===== config.mk =====
export PLATFORM = sky130hd
export DESIGN_NAME = vlen_ctl_unit
export DESIGN_NICKNAME = d
export VERILOG_FILES = /design/src/rtl/vlc_pkg.sv /design/src/rtl/vlc_decode.sv /design/src/rtl/vlc_next.sv /design/src/rtl/vlen_ctl_unit.sv
export SDC_FILE = /design/constraint.sdc
export NUM_CORES = 1
export LEC_CHECK = 0
export BUFFER_PORTS_ARGS = -buffer_cell sky130_fd_sc_hd__buf_4
export CAP_MARGIN = 40
export CORE_AREA = 2 2 90 92
export CTS_CLUSTER_SIZE = 40
export DETAILED_ROUTE_END_ITERATION = 12
export DIE_AREA = 0 0 92 94
export PLACE_DENSITY = 0.9
export RECOVER_POWER = 100
export SYNTH_ARGS = -nofsm -noshare
export SYNTH_HDL_FRONTEND = slang
export SYNTH_HIERARCHICAL = 1
export SYNTH_SLANG_ARGS = --single-unit

===== constraint.sdc =====
create_clock -name clk -period 9.7 [get_ports clk]
set_input_delay 1.94 -clock clk [delete_from_list [all_inputs] [get_ports clk]]
set_output_delay 1.94 -clock clk [all_outputs]
set_load 0.02 [all_outputs]

===== src/rtl/vlc_pkg.sv =====
package vlc_pkg;
  localparam int VLW   = 6;   // width of VL and MVL
  localparam int RAW   = 5;   // scalar register address width
  localparam int CTLW  = 12;  // width of the length-control field
  localparam int SWW   = 32;  // state word width

  typedef enum logic [2:0] {
    VM_NONE,
    VM_LOOP_IMM,
    VM_LOOP_REG,
    VM_SET_BOTH,
    VM_SET_MAX,
    VM_BAD_SRC
  } vl_mode_e;

  // immediate is stored offset by one
  function automatic logic [VLW-1:0] imm_len(input logic [RAW-1:0] imm);
    return VLW'(imm) + VLW'(1);
  endfunction

  // zero becomes one, then cap at the limit
  function automatic logic [VLW-1:0] fit_len(input logic [VLW-1:0] req,
                                             input logic [VLW-1:0] lim);
    logic [VLW-1:0] r;
    r = (req == '0) ? VLW'(1) : req;
    return (r > lim) ? lim : r;
  endfunction
endpackage


===== src/rtl/vlc_decode.sv =====
module vlc_decode
  import vlc_pkg::*;
(
  input  logic [CTLW-1:0] ctl,
  output vl_mode_e        mode,
  output logic [RAW-1:0]  imm,
  output logic [RAW-1:0]  dst
);
  assign imm = ctl[5:1];
  assign dst = ctl[10:6];

  always_comb begin
    if (ctl == '0)
      mode = VM_NONE;
    else if (!ctl[CTLW-1] && !ctl[0])
      mode = VM_LOOP_IMM;
    else if (!ctl[CTLW-1])
      mode = (ctl[5:1] == '0) ? VM_BAD_SRC : VM_LOOP_REG;
    else if (!ctl[0])
      mode = VM_SET_BOTH;
    else
      mode = VM_SET_MAX;
  end
endmodule


===== src/rtl/vlc_next.sv =====
module vlc_next
  import vlc_pkg::*;
#(
  parameter int XLEN = 64
) (
  input  vl_mode_e        mode,
  input  logic [RAW-1:0]  imm,
  input  logic [XLEN-1:0] reg_val,
  input  logic [VLW-1:0]  cur_vl,
  input  logic [VLW-1:0]  cur_mvl,
  output logic [VLW-1:0]  nxt_vl,
  output logic [VLW-1:0]  nxt_mvl,
  output logic            takes_effect
);
  logic [VLW-1:0] reg_sat;
  logic [VLW-1:0] imm_v;

  // saturate the wide register value before narrowing
  assign reg_sat = (reg_val > XLEN'(cur_mvl)) ? cur_mvl : reg_val[VLW-1:0];
  assign imm_v   = imm_len(imm);

  always_comb begin
    nxt_vl       = cur_vl;
    nxt_mvl      = cur_mvl;
    takes_effect = 1'b1;
    unique case (mode)
      VM_LOOP_IMM: nxt_vl = imm_v;
      VM_LOOP_REG: nxt_vl = fit_len(reg_sat, cur_mvl);
      VM_SET_BOTH: begin
        nxt_vl  = imm_v;
        nxt_mvl = imm_v;
      end
      VM_SET_MAX: begin
        nxt_mvl = imm_v;
        nxt_vl  = fit_len(cur_vl, imm_v);
      end
      default: takes_effect = 1'b0;
    endcase
  end
endmodule


===== src/rtl/vlen_ctl_unit.sv =====
module vlen_ctl_unit
  import vlc_pkg::*;
#(
  parameter int XLEN = 64
) (
  input  logic              clk,
  input  logic              rst_n,
  input  logic              cmd_valid,
  input  logic [11:0]       cmd_ctl,
  output logic [4:0]        rd_addr,
  input  logic [XLEN-1:0]   rd_data,
  output logic              wb_en,
  output logic [4:0]        wb_addr,
  output logic [XLEN-1:0]   wb_data,
  output logic              illegal,
  output logic [5:0]        vl,
  output logic [5:0]        mvl,
  output logic [31:0]       state_word,
  input  logic              restore_en,
  input  logic [31:0]       restore_word
);
  vl_mode_e       mode;
  logic [RAW-1:0] imm, dst;
  logic [VLW-1:0] nxt_vl, nxt_mvl;
  logic           takes_effect;

  // named events for the checker
  logic           cmd_take;
  logic           upd_fire;
  logic           fault_fire;
  logic           wb_fire;
  logic [VLW-1:0] rs_vl, rs_mvl;

  vlc_decode u_dec (
    .ctl  (cmd_ctl),
    .mode (mode),
    .imm  (imm),
    .dst  (dst)
  );

  vlc_next #(.XLEN(XLEN)) u_nxt (
    .mode         (mode),
    .imm          (imm),
    .reg_val      (rd_data),
    .cur_vl       (vl),
    .cur_mvl      (mvl),
    .nxt_vl       (nxt_vl),
    .nxt_mvl      (nxt_mvl),
    .takes_effect (takes_effect)
  );

  assign rd_addr    = imm;
  assign cmd_take   = cmd_valid && !restore_en;
  assign upd_fire   = cmd_take && takes_effect;
  assign fault_fire = cmd_take && (mode == VM_BAD_SRC);
  assign wb_fire    = upd_fire && (dst != '0);

  assign rs_mvl = fit_len(restore_word[5:0], {VLW{1'b1}});
  assign rs_vl  = fit_len(restore_word[11:6], rs_mvl);

  always_ff @(posedge clk or negedge rst_n) begin
    if (!rst_n) begin
      vl      <= VLW'(1);
      mvl     <= VLW'(1);
      wb_en   <= 1'b0;
      wb_addr <= '0;
      wb_data <= '0;
      illegal <= 1'b0;
    end else begin
      wb_en   <= wb_fire;
      illegal <= fault_fire;
      if (wb_fire) begin
        wb_addr <= dst;
        wb_data <= XLEN'(nxt_vl);
      end
      if (restore_en) begin
        vl  <= rs_vl;
        mvl <= rs_mvl;
      end else if (upd_fire) begin
        vl  <= nxt_vl;
        mvl <= nxt_mvl;
      end
    end
  end

  assign state_word = {{(SWW-2*VLW){1'b0}}, vl, mvl};
endmodule


# After elaboration in Yosys (flattened, before gate mapping)
# Index checks and enable logic that the tools add are counted.
[totals]
reg_bits = 25
input_bits = 112
output_inout_bits = 120
word_cells = 59
[op_classes]
add_sub_neg = 1
order_cmp = 5
eq_ne = 5
n_mux = 21
reduce_logical = 21
[op_table]
columns = ["cell", "n"]
rows = [
  ["$mux W6", 14],
  ["$gt A64 B6 Y1", 1],
  ["$logic_not A6 Y1", 4],
  ["$gt A6 B6 Y1", 3],
  ["$pmux W6 S3", 1],
  ["$mux W3", 5],
  ["$logic_not A12 Y1", 1],
  ["$add A5 B1 Y6 const B", 1],
  ["$eq A3 B2 Y1 const B", 2],
  ["$eq A3 B3 Y1 const B", 2],
  ["$gt A6 B6 Y1 const B", 1],
  ["$logic_and A1 B1 Y1", 5],
  ["$logic_not A5 Y1", 1],
  ["$reduce_bool A5 Y1", 1],
  ["$reduce_bool A2 Y1", 2],
  ["$reduce_or A2 Y1", 2],
  ["$reduce_or A4 Y1", 1],
  ["$eq A3 B1 Y1 const B", 1],
  ["$logic_not A1 Y1", 3],
  ["$reduce_and A2 Y1", 1],
  ["$mux W1", 1],
]

# Logic depth before layout (Yosys ltp)
# Gate-level depths: netlist (run 1).
[depth]
depth_word = 11
depth_mapped = 18
mapped_depth_nobuf = 18

# Hierarchy
# The synthesis (run 1) kept the hierarchy.
[by_module_without_submodules]
columns = ["mod", "instances", "cells_per_inst", "area_per_inst_um2", "seq_area_each_um2"]
rows = [
  ["vlen_ctl_unit", 1, 236, 2123.3, 628.1],
  ["vlc_next", 1, 164, 1152.4, 0.0],
  ["vlc_decode", 1, 19, 145.1, 0.0],
]

# Worst setup path after synthesis (run 1)
# No wires, ideal clock.
[synth_path]
path_type = "input to register"
from = "input rd_data[5]"
to = "register wb_data[2]"
setup_time_ps = 125
t_arrival_ps = 4763
required_time_ps = 9575
slack_ps = 4812
path_stages = 13
path_cell_list = "ha_1 > a21oi_1 > nand3b_1 > o21ai_2 > nand3_4 > mux2_2 > ha_1 > a211o_1 > o21ai_0 > nand4_2 > mux2i_1 > o21ai_1 > mux2_4"
[synth_between]
elab_chain_cells = 7
[synth_lines]
columns = ["item", "line_no", "text"]
rows = [
  ["start, declared", "vlen_ctl_unit.sv:11", "input logic [XLEN-1:0] rd_data,"],
  ["$gt A64 B6 Y1", "vlc_next.sv:19", "assign reg_sat = (reg_val > XLEN'(cur_mvl)) ? cur_mvl : reg_val[VLW-1:0];"],
  ["$mux W6 (*)", "vlc_next.sv:19", ""],
  ["$logic_not A6 Y1", "vlc_pkg.sv:25", "r = (req == '0) ? VLW'(1) : req;"],
  ["$mux W6 (*)", "vlc_pkg.sv:25", ""],
  ["$gt A6 B6 Y1", "vlc_pkg.sv:26", "return (r > lim) ? lim : r;"],
  ["$mux W6 (*)", "vlc_pkg.sv:26", ""],
  ["$pmux W6 S3 (*)", "vlc_next.sv:26", "unique case (mode)"],
  ["net nxt_vl[2]", "vlen_ctl_unit.sv:24", "logic [VLW-1:0] nxt_vl, nxt_mvl;"],
  ["end signal, assigned", "vlen_ctl_unit.sv:74", "wb_data <= XLEN'(nxt_vl);"],
  ["end, declared", "vlen_ctl_unit.sv:14", "output logic [XLEN-1:0] wb_data,"],
]
# Mark *: on every way through the listed nets, which the timed path passes. The rest lies on a longest branch.
# A chain may end at the register's enable or synchronous reset.

# Worst setup path in the final report (run 1)
[layout_path]
from = "input rd_data[31]"
to = "register vl[2]"
[layout_between]
elab_chain_cells = 9
[layout_lines]
columns = ["item", "line_no", "text"]
rows = [
  ["$gt A64 B6 Y1 (*)", "vlc_next.sv:19", ""],
  ["$mux W6 (*)", "vlc_next.sv:19", ""],
  ["$logic_not A6 Y1", "vlc_pkg.sv:25", ""],
  ["$mux W6 (*)", "vlc_pkg.sv:25", ""],
  ["$gt A6 B6 Y1", "vlc_pkg.sv:26", ""],
  ["$mux W6 (*)", "vlc_pkg.sv:26", ""],
  ["$pmux W6 S3 (*)", "vlc_next.sv:26", ""],
  ["net nxt_vl[2]", "vlen_ctl_unit.sv:24", ""],
  ["$mux W6 (*)", "vlen_ctl_unit.sv:79", "end else if (upd_fire) begin"],
  ["$mux W6 (*)", "vlen_ctl_unit.sv:76", "if (restore_en) begin"],
  ["end signal, assigned", "vlen_ctl_unit.sv:77", "vl <= rs_vl;"],
  ["end signal, assigned", "vlen_ctl_unit.sv:80", "vl <= nxt_vl;"],
  ["end, declared", "vlen_ctl_unit.sv:16", "output logic [5:0] vl,"],
]
# Mark *: on every way through the listed nets, which the timed path passes. The rest lies on a longest branch. The select of a mux whose other input is x is not followed.

==> flow_summary.yaml, run 1 <==
global_routing:
  grt_max_degree: 26
  grt_pass1_wl_um: 14500
  grt_pass1_vias: 3039
  antenna_found_initial: 0
  overflow: 0
  grt_usage: 0.204
route:
  drc_errors: 0
  vias_per_cell: 5.33
  drt_wl_total_um: 9470
  firstDrtPassIters: 5
  drt_first_iter_violations: 298
  wl_per_cell_um: 15.4
  via_count: 3286
  antenna_left: 0
layout:
  nFillCells: 754
  diodes: 0
  area_growth_syn_to_layout_pct: 12.4
  final_nets: 653
  drive_above_1_share: 0.219
clocking:
  cts.sinks: 25
  hold_buffers: 0
  clock-root-buffer: "clkbuf_8"
  ctsHtreeMaxLevel: 1
  post_cts_buffers: 0
  clk-insertion-delay-late_ns: 0.27
  cts_inserted_buffers: 3
  path_clk_slew_ns: 0.09
  post_cts_resized: 0
  cts_buffer_depth: 2
  tritoncts: "built"
min_path:
  hold_depth: 2
  min_path_type: "flop to flop"
power:
  power_density_nw_per_um2: 123
  p_total_mw: 0.474
  power_leakage_nw: 1.91
  irDropWorstVdd_mv: 0.113
floorplan:
  start_util: 0.450
  die-area_um2: 8650
  die_w_um: 92
  dieHeight_um: 94
  io_pins: 232
  rows: 32
  core_area_um2: 7610
placement:
  gp_congestion: 0.912
  port_buffers: 133
  hpwlAfterDp_um: 7740
setup_path:
  endpoint_kind: "flop"
  startpoint_type: "input port"
  arrival_ns: 5.96
  critical_path_class: "input port to flop"
  r2r_cells: 16
  crit_path_max_fanout: 8
  r2r_setup_slack_ns: 5.34
  required_ns: 9.86
yosys:
  yosysTopAreaCellShare: 0.219
  yosysWarnings: 6
  synth.most_common_cell: "buf_4"
  async_flop_share: 1.00
  netlist-cell-type-count: 62
  synth_edf_count: 0
  ys_ff_latch: 25
  ys.flop_type: "dfrtp_1"
  synthCells: 419
  synth_largest_area_cell: "buf_4"
  netlist_top_cells_area: "buf_4 22%, dfrtp_1 17%, ha_1 9.1%"
  yosysSeqAreaShare: 0.184
  synth_area_per_cell_um2: 8.16
  ys_top_cells_by_count: "100 x buf_4, 33 x nand2_1, 25 x ha_1"
  syn-cell-area_um2: 3420
timing:
  rsz0062_at_grt: "no"
  setup_viol: 0
  fin_skew_ns: 0.00207
  clock.fmax_mhz: 172
  worstMarginPinSlew_ns: 1.72
  finalHoldViolCount: 0
  tns_ns: 0
  post-route-period-util: 0.598
  hold_slack_ns: 0.486
  fin_crit_ns: 5.80
  relSlewSlack: -0.156
  slew_viol_final: 13
job:
  cap_violations: 1
run_status:
  status: "finished, violations left"
  violations: "max-capacitance violations, max-slew violations"
==> critical path: stages <==
cell and delay [ns]:
buf_4 0.11, nor4_1 0.38, nand3_1 0.18, nor4_1 0.58, nand3_4 0.22, mux2_2 0.32, ha_1 0.31, a21oi_1 0.15
a21oi_1 0.08, o21ai_0 0.36, nand4_1 0.38, mux2i_1 0.22, o21ai_0 0.36, mux2i_1 0.17, o32ai_1 0.19
==> power by group <==
| part | total (mW) | leakage [nW] | switching, mW | internal, mW |
|---|---|---|---|---|
| sequential | 0.150 | 0.302 | 0.0250 | 0.125 |
| combinational | 0.260 | 1.58 | 0.163 | 0.0969 |
| clock | 0.0635 | 0.0217 | 0.0344 | 0.0292 |
==> area by class of cell <==
cell class	count	area [um2]	share of cell area
flip-flops and latches	25	628	0.163
well taps	102	128	0.0332
clock buffers	3	41.3	0.0107
clock inverters	1	7.51	0.00195
inverters	18	67.6	0.0176
multi-input cells	334	2130	0.554
repair buffers	134	845	0.220
==> per-stage QoR <==
step | std cells | setup slack [ns] | util | cell area, um2
6_report | 617 | 3.90 | 0.505 | 3840
5_1_grt | 617 | 3.70 | 0.505 | 3840
4_1_cts | 617 | 4.40 | 0.532 | 4050
3_5_place_dp | 613 | 4.11 | 0.525 | 4000
3_3_place_gp | 612 | 4.24 | 0.525 | 3990
2_1_floorplan | 496 | 4.81 | - | 3710
==> placed cells by master (no fill, tap or decap), types with 3 or more instances in the layout <==
| master | n |
|---|---|
| a311oi_1 | 3 |
| a21oi_1 | 17 |
| o32ai_1 | 5 |
| clkbuf_8 | 3 |
| nand2_1 | 33 |
| o311ai_0 | 3 |
| mux2_4 | 4 |
| nand3_1 | 10 |
| ha_1 | 25 |
| clkbuf_1 | 43 |
| a211oi_1 | 5 |
| o21ai_1 | 3 |
| inv_1 | 17 |
| nor4_1 | 16 |
| nor3_1 | 18 |
| o221ai_1 | 6 |
| buf_4 | 90 |
| and3_1 | 3 |
| conb_1 | 78 |
| dfrtp_1 | 23 |
| mux2i_1 | 19 |
| nor2_1 | 17 |
| o21bai_1 | 3 |
| o21ai_0 | 15 |
| nand4_1 | 7 |
| mux2_2 | 7 |
| xnor2_1 | 3 |
==> final timing paths <==
kind / start / end
setup reg to reg: mvl[5]$_DFFE_PN0P_ / vl[2]$_DFFE_PN0P_
hold reg to reg: wb_addr[0]$_DFFE_PN0P_ / wb_addr[0]$_DFFE_PN0P_
setup / recovery: rd_data[31] / vl[2]$_DFFE_PN0P_
hold / removal: wb_addr[0]$_DFFE_PN0P_ / wb_addr[0]$_DFFE_PN0P_
min in group asynchronous: rst_n / vl[1]$_DFFE_PN0P_
max in group asynchronous: rst_n / illegal$_DFF_PN0_
==> cell families after synthesis <==
group	after synthesis	synth area share
buffers and inverters	137	0.267
AND/OR/NAND/NOR	119	0.191
AO/OA/AOI/OAI	77	0.156
multiplexers	31	0.0995
adder cells (fa/ha/maj)	25	0.0914
flip-flops	25	0.184
XOR/XNOR	4	0.0102
other	1	0.00110
==> per-layer routing <==
layer	vias up	part of all wire	track usage
li1	1527	-	-
met1	1540	0.35	0.236
met2	207	0.53	0.393
met3	12	0.11	0.0345
met4	0	0.0095	0.0410
met5	-	0	0
==> sequential cells by signal, indices dropped and copies added (netlist names) <==
| signal | cells |
|---|---|
| vl | 6 |
| wb_en | 1 |
| wb_addr | 5 |
| illegal | 1 |
| wb_data | 6 |
| mvl | 6 |
No activity file was read; power rests on OpenSTA's default activity.
==> inputs of run 2 (changes only) <==
--- a/config.mk
+++ b/config.mk
@@ -7,11 +7,10 @@
 export LEC_CHECK = 0
 export BUFFER_PORTS_ARGS = -buffer_cell sky130_fd_sc_hd__buf_4
 export CAP_MARGIN = 40
-export CORE_AREA = 2 2 90 92
+export CORE_UTILIZATION = 43
 export CTS_CLUSTER_SIZE = 40
 export DETAILED_ROUTE_END_ITERATION = 12
-export DIE_AREA = 0 0 92 94
-export PLACE_DENSITY = 0.9
+export PLACE_DENSITY = 0.87
 export RECOVER_POWER = 100
 export SYNTH_ARGS = -nofsm -noshare
 export SYNTH_HDL_FRONTEND = slang
==> constraint.sdc (replaced) <==
create_clock -name clk -period 5.9 [get_ports clk]
set_input_delay 1.18 -clock clk [delete_from_list [all_inputs] [get_ports clk]]
set_output_delay 1.18 -clock clk [all_outputs]
set_load 0.02 [all_outputs]
==> run 2 against run 1 <==
  * The flow still finishes with violations (max-capacitance violations, max-slew violations)
  * Critical path type unchanged
  * Non-clock buffer count did not move
  * Critical endpoint is now vl[5]$_DFFE_PN0P_
  * Routed wire length fell by 3.5%
  * Clock skew about the same
  * Final cell count is the same
  * Total power rose by 62%
  * Combinational power is 62% higher
  * Sequential share of layout area about the same
  * Highest routed layer unchanged
  * Die area shrank 3.8%
==> flow_summary.yaml, run 2 (synthesis gave the netlist of run 1 again) <==
run_status:
  status: "finished, violations left"
  violations: "max-capacitance violations, max-slew violations"
layout:
  final_cell_mix: "90 x buf_4, 78 x conb_1, 44 x clkbuf_1, 33 x nand2_1, 25 x ha_1"
  diodes: 0
  drive_above_1_share: 0.217
  area_growth_syn_to_layout_pct: 12.3
  final_common_cell: "buf_4"
  final_nets: 653
  final_cell_area_um2: 3840
  largest_registers: "mvl (6), vl (6), wb_data (6)"
  nFillCells: 773
timing:
  fin_skew_ns: 0.00210
  setup_viol: 0
  fin_crit_ns: 4.97
  clock.fmax_mhz: 201
  slew_viol_final: 13
  relSlewSlack: -0.162
  tns_ns: 0
  hold_slack_ns: 0.484
  post-route-period-util: 0.842
  rsz0062_at_grt: "no"
  worstMarginPinSlew_ns: 1.72
  finalHoldViolCount: 0
power:
  p_switching_mw: 0.355
  irDropWorstVdd_mv: 0.156
  p_seq_frac: 0.324
  switching_share: 0.462
  power_leakage_nw: 1.91
  power.clock.fraction: 0.128
  power_density_nw_per_um2: 200
  p_int_mw: 0.413
  power_frac_comb: 0.548
placement:
  hpwlAfterDp_um: 7430
  place_area_um2: 4000
  port_buffers: 133
  gp_congestion: 0.884
route:
  drt_wl_total_um: 9140
  drc_errors: 0
  drt_first_iter_violations: 146
  via_count: 3173
  vias_per_cell: 5.14
  wl_per_cell_um: 14.8
  firstDrtPassIters: 4
  antenna_left: 0
floorplan:
  die-area_um2: 8320
  die_w_um: 91.2
  io_pins: 232
  core_area_um2: 7730
  rows: 32
  dieHeight_um: 91.2
  start_util: 0.443
setup_path:
  crit_slowest_cell: "nor4_1"
  crit_path_max_fanout: 8
  cp_cell_sequence: "clkbuf_4, nor4_1, nand4_1, nor4_1, nand3_4, mux2_2, ha_1, a21oi_1, a21oi_1, o21ai_0, nand4_1, mux2i_1, o21ai_0, mux2i_1, o32ai_1"
  critPathMaxStageDelay_ns: 0.60
  arrival_ns: 5.12
  startpoint_type: "input port"
  critical_path_class: "input port to flop"
  cp_top_family: "simple AND/OR/NAND/NOR gates"
  required_ns: 6.05
  endpoint_kind: "flop"
  critPathBufInv: 1
clocking:
  cts_inserted_buffers: 3
  clk-insertion-delay-late_ns: 0.26
  post_cts_buffers: 0
  hold_buffers: 0
  path_clk_slew_ns: 0.08
  ctsHtreeMaxLevel: 1
  tritoncts: "built"
  post_cts_resized: 0
  clock-root-buffer: "clkbuf_8"
  cts_buffer_depth: 2
  cts.sinks: 25
global_routing:
  grt_usage: 0.210
  grt_pass1_vias: 3052
  overflow: 0
  grt_pass1_wl_um: 14200
  grt_max_degree: 26
  antenna_found_initial: 0
job:
  cap_violations: 1
min_path:
  min_path_type: "flop to flop"
run 2: changes by cell type in the layout (fill, tap and decap cells not counted), sizes merged:
cell	previous run	this run
clkinvlp	1	0
clkbuf	47	48
run 2: stage by stage:
stage                     setup WS, ns  std cells   util  total power, mW
final                            0.930        617  0.497            0.768
after global routing             0.606        617  0.497            0.823
after CTS                         1.26        617  0.523            0.816
after detailed placement          1.02        613  0.517            0.713
after global placement            1.15        612  0.517            0.702
after floorplan                   1.77        496      -            0.591
run 2: power by group through the flow:
| stage | Sequential (mW) | Combinational [mW] | Clock [mW] |
|---|---|---|---|
| 2_1_floorplan | 0.282 | 0.310 | 0 |
| 3_3_place_gp | 0.253 | 0.449 | 0 |
| 3_5_place_dp | 0.253 | 0.460 | 0 |
| 4_1_cts | 0.252 | 0.462 | 0.103 |
| 5_1_grt | 0.255 | 0.459 | 0.109 |
| 6_report | 0.249 | 0.421 | 0.0984 |
run 2: final cells by class:
cell class                 instances  area, um2  share of cell area
multi-input combinational        334       2130               0.554
timing repair buffer             134        845               0.220
clock buffer                       4       45.0              0.0117
tap                              102        128              0.0332
inverter                          18       67.6              0.0176
sequential                        25        628               0.164
run 2: path summary, 6_finish.rpt:
check                                       start                     end  slack [ns]  depth (start not counted)
setup reg to reg               mvl[5]$_DFFE_PN0P_       vl[5]$_DFFE_PN0P_        1.67                         16
max in group asynchronous                   rst_n  wb_addr[4]$_DFFE_PN0P_        3.88                          1
setup / recovery                      rd_data[61]       vl[5]$_DFFE_PN0P_        0.93                         15
min in group asynchronous                   rst_n       vl[1]$_DFFE_PN0P_        1.22                          1
hold / removal             wb_addr[0]$_DFFE_PN0P_  wb_addr[0]$_DFFE_PN0P_        0.48                          2
hold reg to reg            wb_addr[0]$_DFFE_PN0P_  wb_addr[0]$_DFFE_PN0P_        0.48                          2
run 2: worst register-to-register path, stage by stage, from the launching register on:
cell and delay (ns):
dfrtp_1 0.49, inv_1 0.15, ha_1 0.33, a21oi_1 0.24
nand3b_1 0.12, o21ai_2 0.19, nand3_4 0.16, mux2_2 0.32
ha_1 0.31, a21oi_1 0.16, a21oi_1 0.08, o21ai_0 0.33
nand4_1 0.36, mux2i_1 0.23, o21ai_0 0.33, mux2i_1 0.15
o32ai_1 0.18
run 2: per-layer routing:
layer	vias to the layer above	wire [um]	track usage
li1	1526	-	-
met1	1483	3410	0.232
met2	158	4920	0.408
met3	6	769	0.0352
met4	0	42	0.0556
met5	-	0	0
==> inputs of run 3 (changes only) <==
==> constraint.sdc (replaced) <==
create_clock -name clk -period 5 [get_ports clk]
set_input_delay 1 -clock clk [delete_from_list [all_inputs] [get_ports clk]]
set_output_delay 1 -clock clk [all_outputs]
set_load 0.02 [all_outputs]
==> run 3 against run 2 <==
  * The run still ends with max-capacitance violations, max-slew violations left
  * Routed wire length decreased by 0.56%
  * First-iteration DRC count increased by 27%
  * Count of clock-buffer cells in the layout unchanged
  * Sequential share of layout area fell by 0.064 points
  * Critical path type unchanged
  * Largest power group unchanged
==> flow_summary.yaml, run 3 (synthesis gave the netlist of run 1 again) <==
clocking:
  path_clk_slew_ns: 0.08
  hold_buffers: 0
  clock-root-buffer: "clkbuf_8"
  tritoncts: "built"
  ctsHtreeMaxLevel: 1
  cts_buffer_depth: 2
  clk-insertion-delay-late_ns: 0.26
  post_cts_resized: 0
  cts.sinks: 25
  cts_inserted_buffers: 3
  post_cts_buffers: 0
timing:
  clock.fmax_mhz: 221
  post-route-period-util: 0.905
  hold_slack_ns: 0.489
  worstMarginPinSlew_ns: 1.61
  setup_viol: 0
  finalWorstSetupSlack_ns: 0.474
  relSlewSlack: -0.0825
  tns_ns: 0
  finalHoldViolCount: 0
  rsz0062_at_grt: "no"
  fin_crit_ns: 4.53
  fin_skew_ns: 0.00339
  slew_viol_final: 13
power:
  irDropWorstVdd_mv: 0.198
  power_frac_comb: 0.548
  p_total_mw: 0.909
  switching_share: 0.464
  power_leakage_nw: 1.92
  power_density_nw_per_um2: 236
  power.clock.fraction: 0.128
  p_seq_frac: 0.324
  p_switching_mw: 0.421
  p_int_mw: 0.487
layout:
  diodes: 0
  final_cell_area_um2: 3860
  finalNonFillerCells: 617
  final_common_cell: "buf_4"
  final_cell_mix: "91 x buf_4, 78 x conb_1, 44 x clkbuf_1, 33 x nand2_1, 25 x ha_1"
  drive_above_1_share: 0.219
  largest_registers: "mvl (6), vl (6), wb_data (6)"
  final_nets: 653
  post-route-util: 0.499
  nFillCells: 774
  area_growth_syn_to_layout_pct: 12.7
route:
  drt_wl_total_um: 9090
  antenna_left: 0
  vias_per_cell: 5.22
  drt_first_iter_violations: 186
  via_count: 3218
  wl_per_cell_um: 14.7
  firstDrtPassIters: 6
  drc_errors: 0
placement:
  placedCellCount: 613
  port_buffers: 133
  gp_congestion: 0.878
  place_area_um2: 4000
  dp_slack_ns: 0.364
  hpwlAfterDp_um: 7380
run_status:
  violations: "max-capacitance violations, max-slew violations"
  status: "finished, violations left"
global_routing:
  grt_usage: 0.208
  grtUsageMet2: 0.394
  antenna_found_initial: 0
  grt_pass1_wl_um: 14100
  grt-busiest-layer: "met2"
  met3_usage: 0.0327
  overflow: 0
  grtUsageMet1: 0.235
  grt_max_degree: 26
  grt_pass1_vias: 3007
job:
  cap_violations: 1
setup_path:
  crit_path_max_fanout: 8
  required_ns: 5.16
  arrival_ns: 4.68
  startpoint_type: "input port"
  critical_path_class: "input port to flop"
  endpoint_kind: "flop"
floorplan:
  start_util: 0.443
  die-area_um2: 8320
  rows: 32
  core_area_um2: 7730
  io_pins: 232
  dieHeight_um: 91.2
  die_w_um: 91.2
min_path:
  min_path_type: "flop to flop"
[run 3: cell types whose count changed in the layout (fill, tap and decap cells not counted)]
cell	change
nor4_1	-1
o21ai_0	+1
clkbuf_4	-1
buf_4	+1
nor4_4	+1
o21ai_1	-1
[run 3: critical path: stages]
cell and delay, ns:
buf_4 0.11, nor4_1 0.34, nand4_1 0.22, nor4_4 0.39
nand3_4 0.18, mux2_2 0.31, ha_1 0.30, a21oi_1 0.15
a21oi_1 0.08, o21ai_0 0.32, nand4_1 0.35, mux2i_1 0.21
o21ai_0 0.42, mux2i_1 0.15, o32ai_1 0.16
[run 3: area by class of cell]
class,count,area (um2),share of cell area
Tap cell,102,128,0.0331
Sequential cell,25,628,0.163
Clock buffer,4,45.0,0.0117
Multi-Input combinational cell,334,2140,0.556
Timing Repair Buffer,134,845,0.219
Inverter,18,67.6,0.0175
[run 3: final timing paths]
| kind | cells past startpoint | slack, ns | to | from |
|---|---|---|---|---|
| min reg2reg | 2 | 0.49 | wb_addr[0]$_DFFE_PN0P_ | wb_addr[0]$_DFFE_PN0P_ |
| min in group asynchronous | 1 | 1.02 | vl[1]$_DFFE_PN0P_ | rst_n |
| max in group asynchronous | 1 | 3.19 | illegal$_DFF_PN0_ | rst_n |
| max | 15 | 0.47 | vl[2]$_DFFE_PN0P_ | rd_data[61] |
| min | 2 | 0.49 | wb_addr[0]$_DFFE_PN0P_ | wb_addr[0]$_DFFE_PN0P_ |
| max reg2reg | 15 | 0.78 | vl[2]$_DFFE_PN0P_ | mvl[0]$_DFFE_PN1P_ |
[run 3: power by group through the flow]
stage               logic [mW]  clock network, mW  registers [mW]
floorplan                0.365                  0           0.332
global placement         0.530                  0           0.298
detailed placement       0.543                  0           0.299
CTS                      0.545              0.119           0.297
global route             0.543              0.129           0.300
finish                   0.498              0.116           0.294
[run 3: layer usage]
metal	share of wire	routed length, um
met1	0.37	3370
met2	0.52	4740
met3	0.095	860
met4	0.013	122
met5	0	0
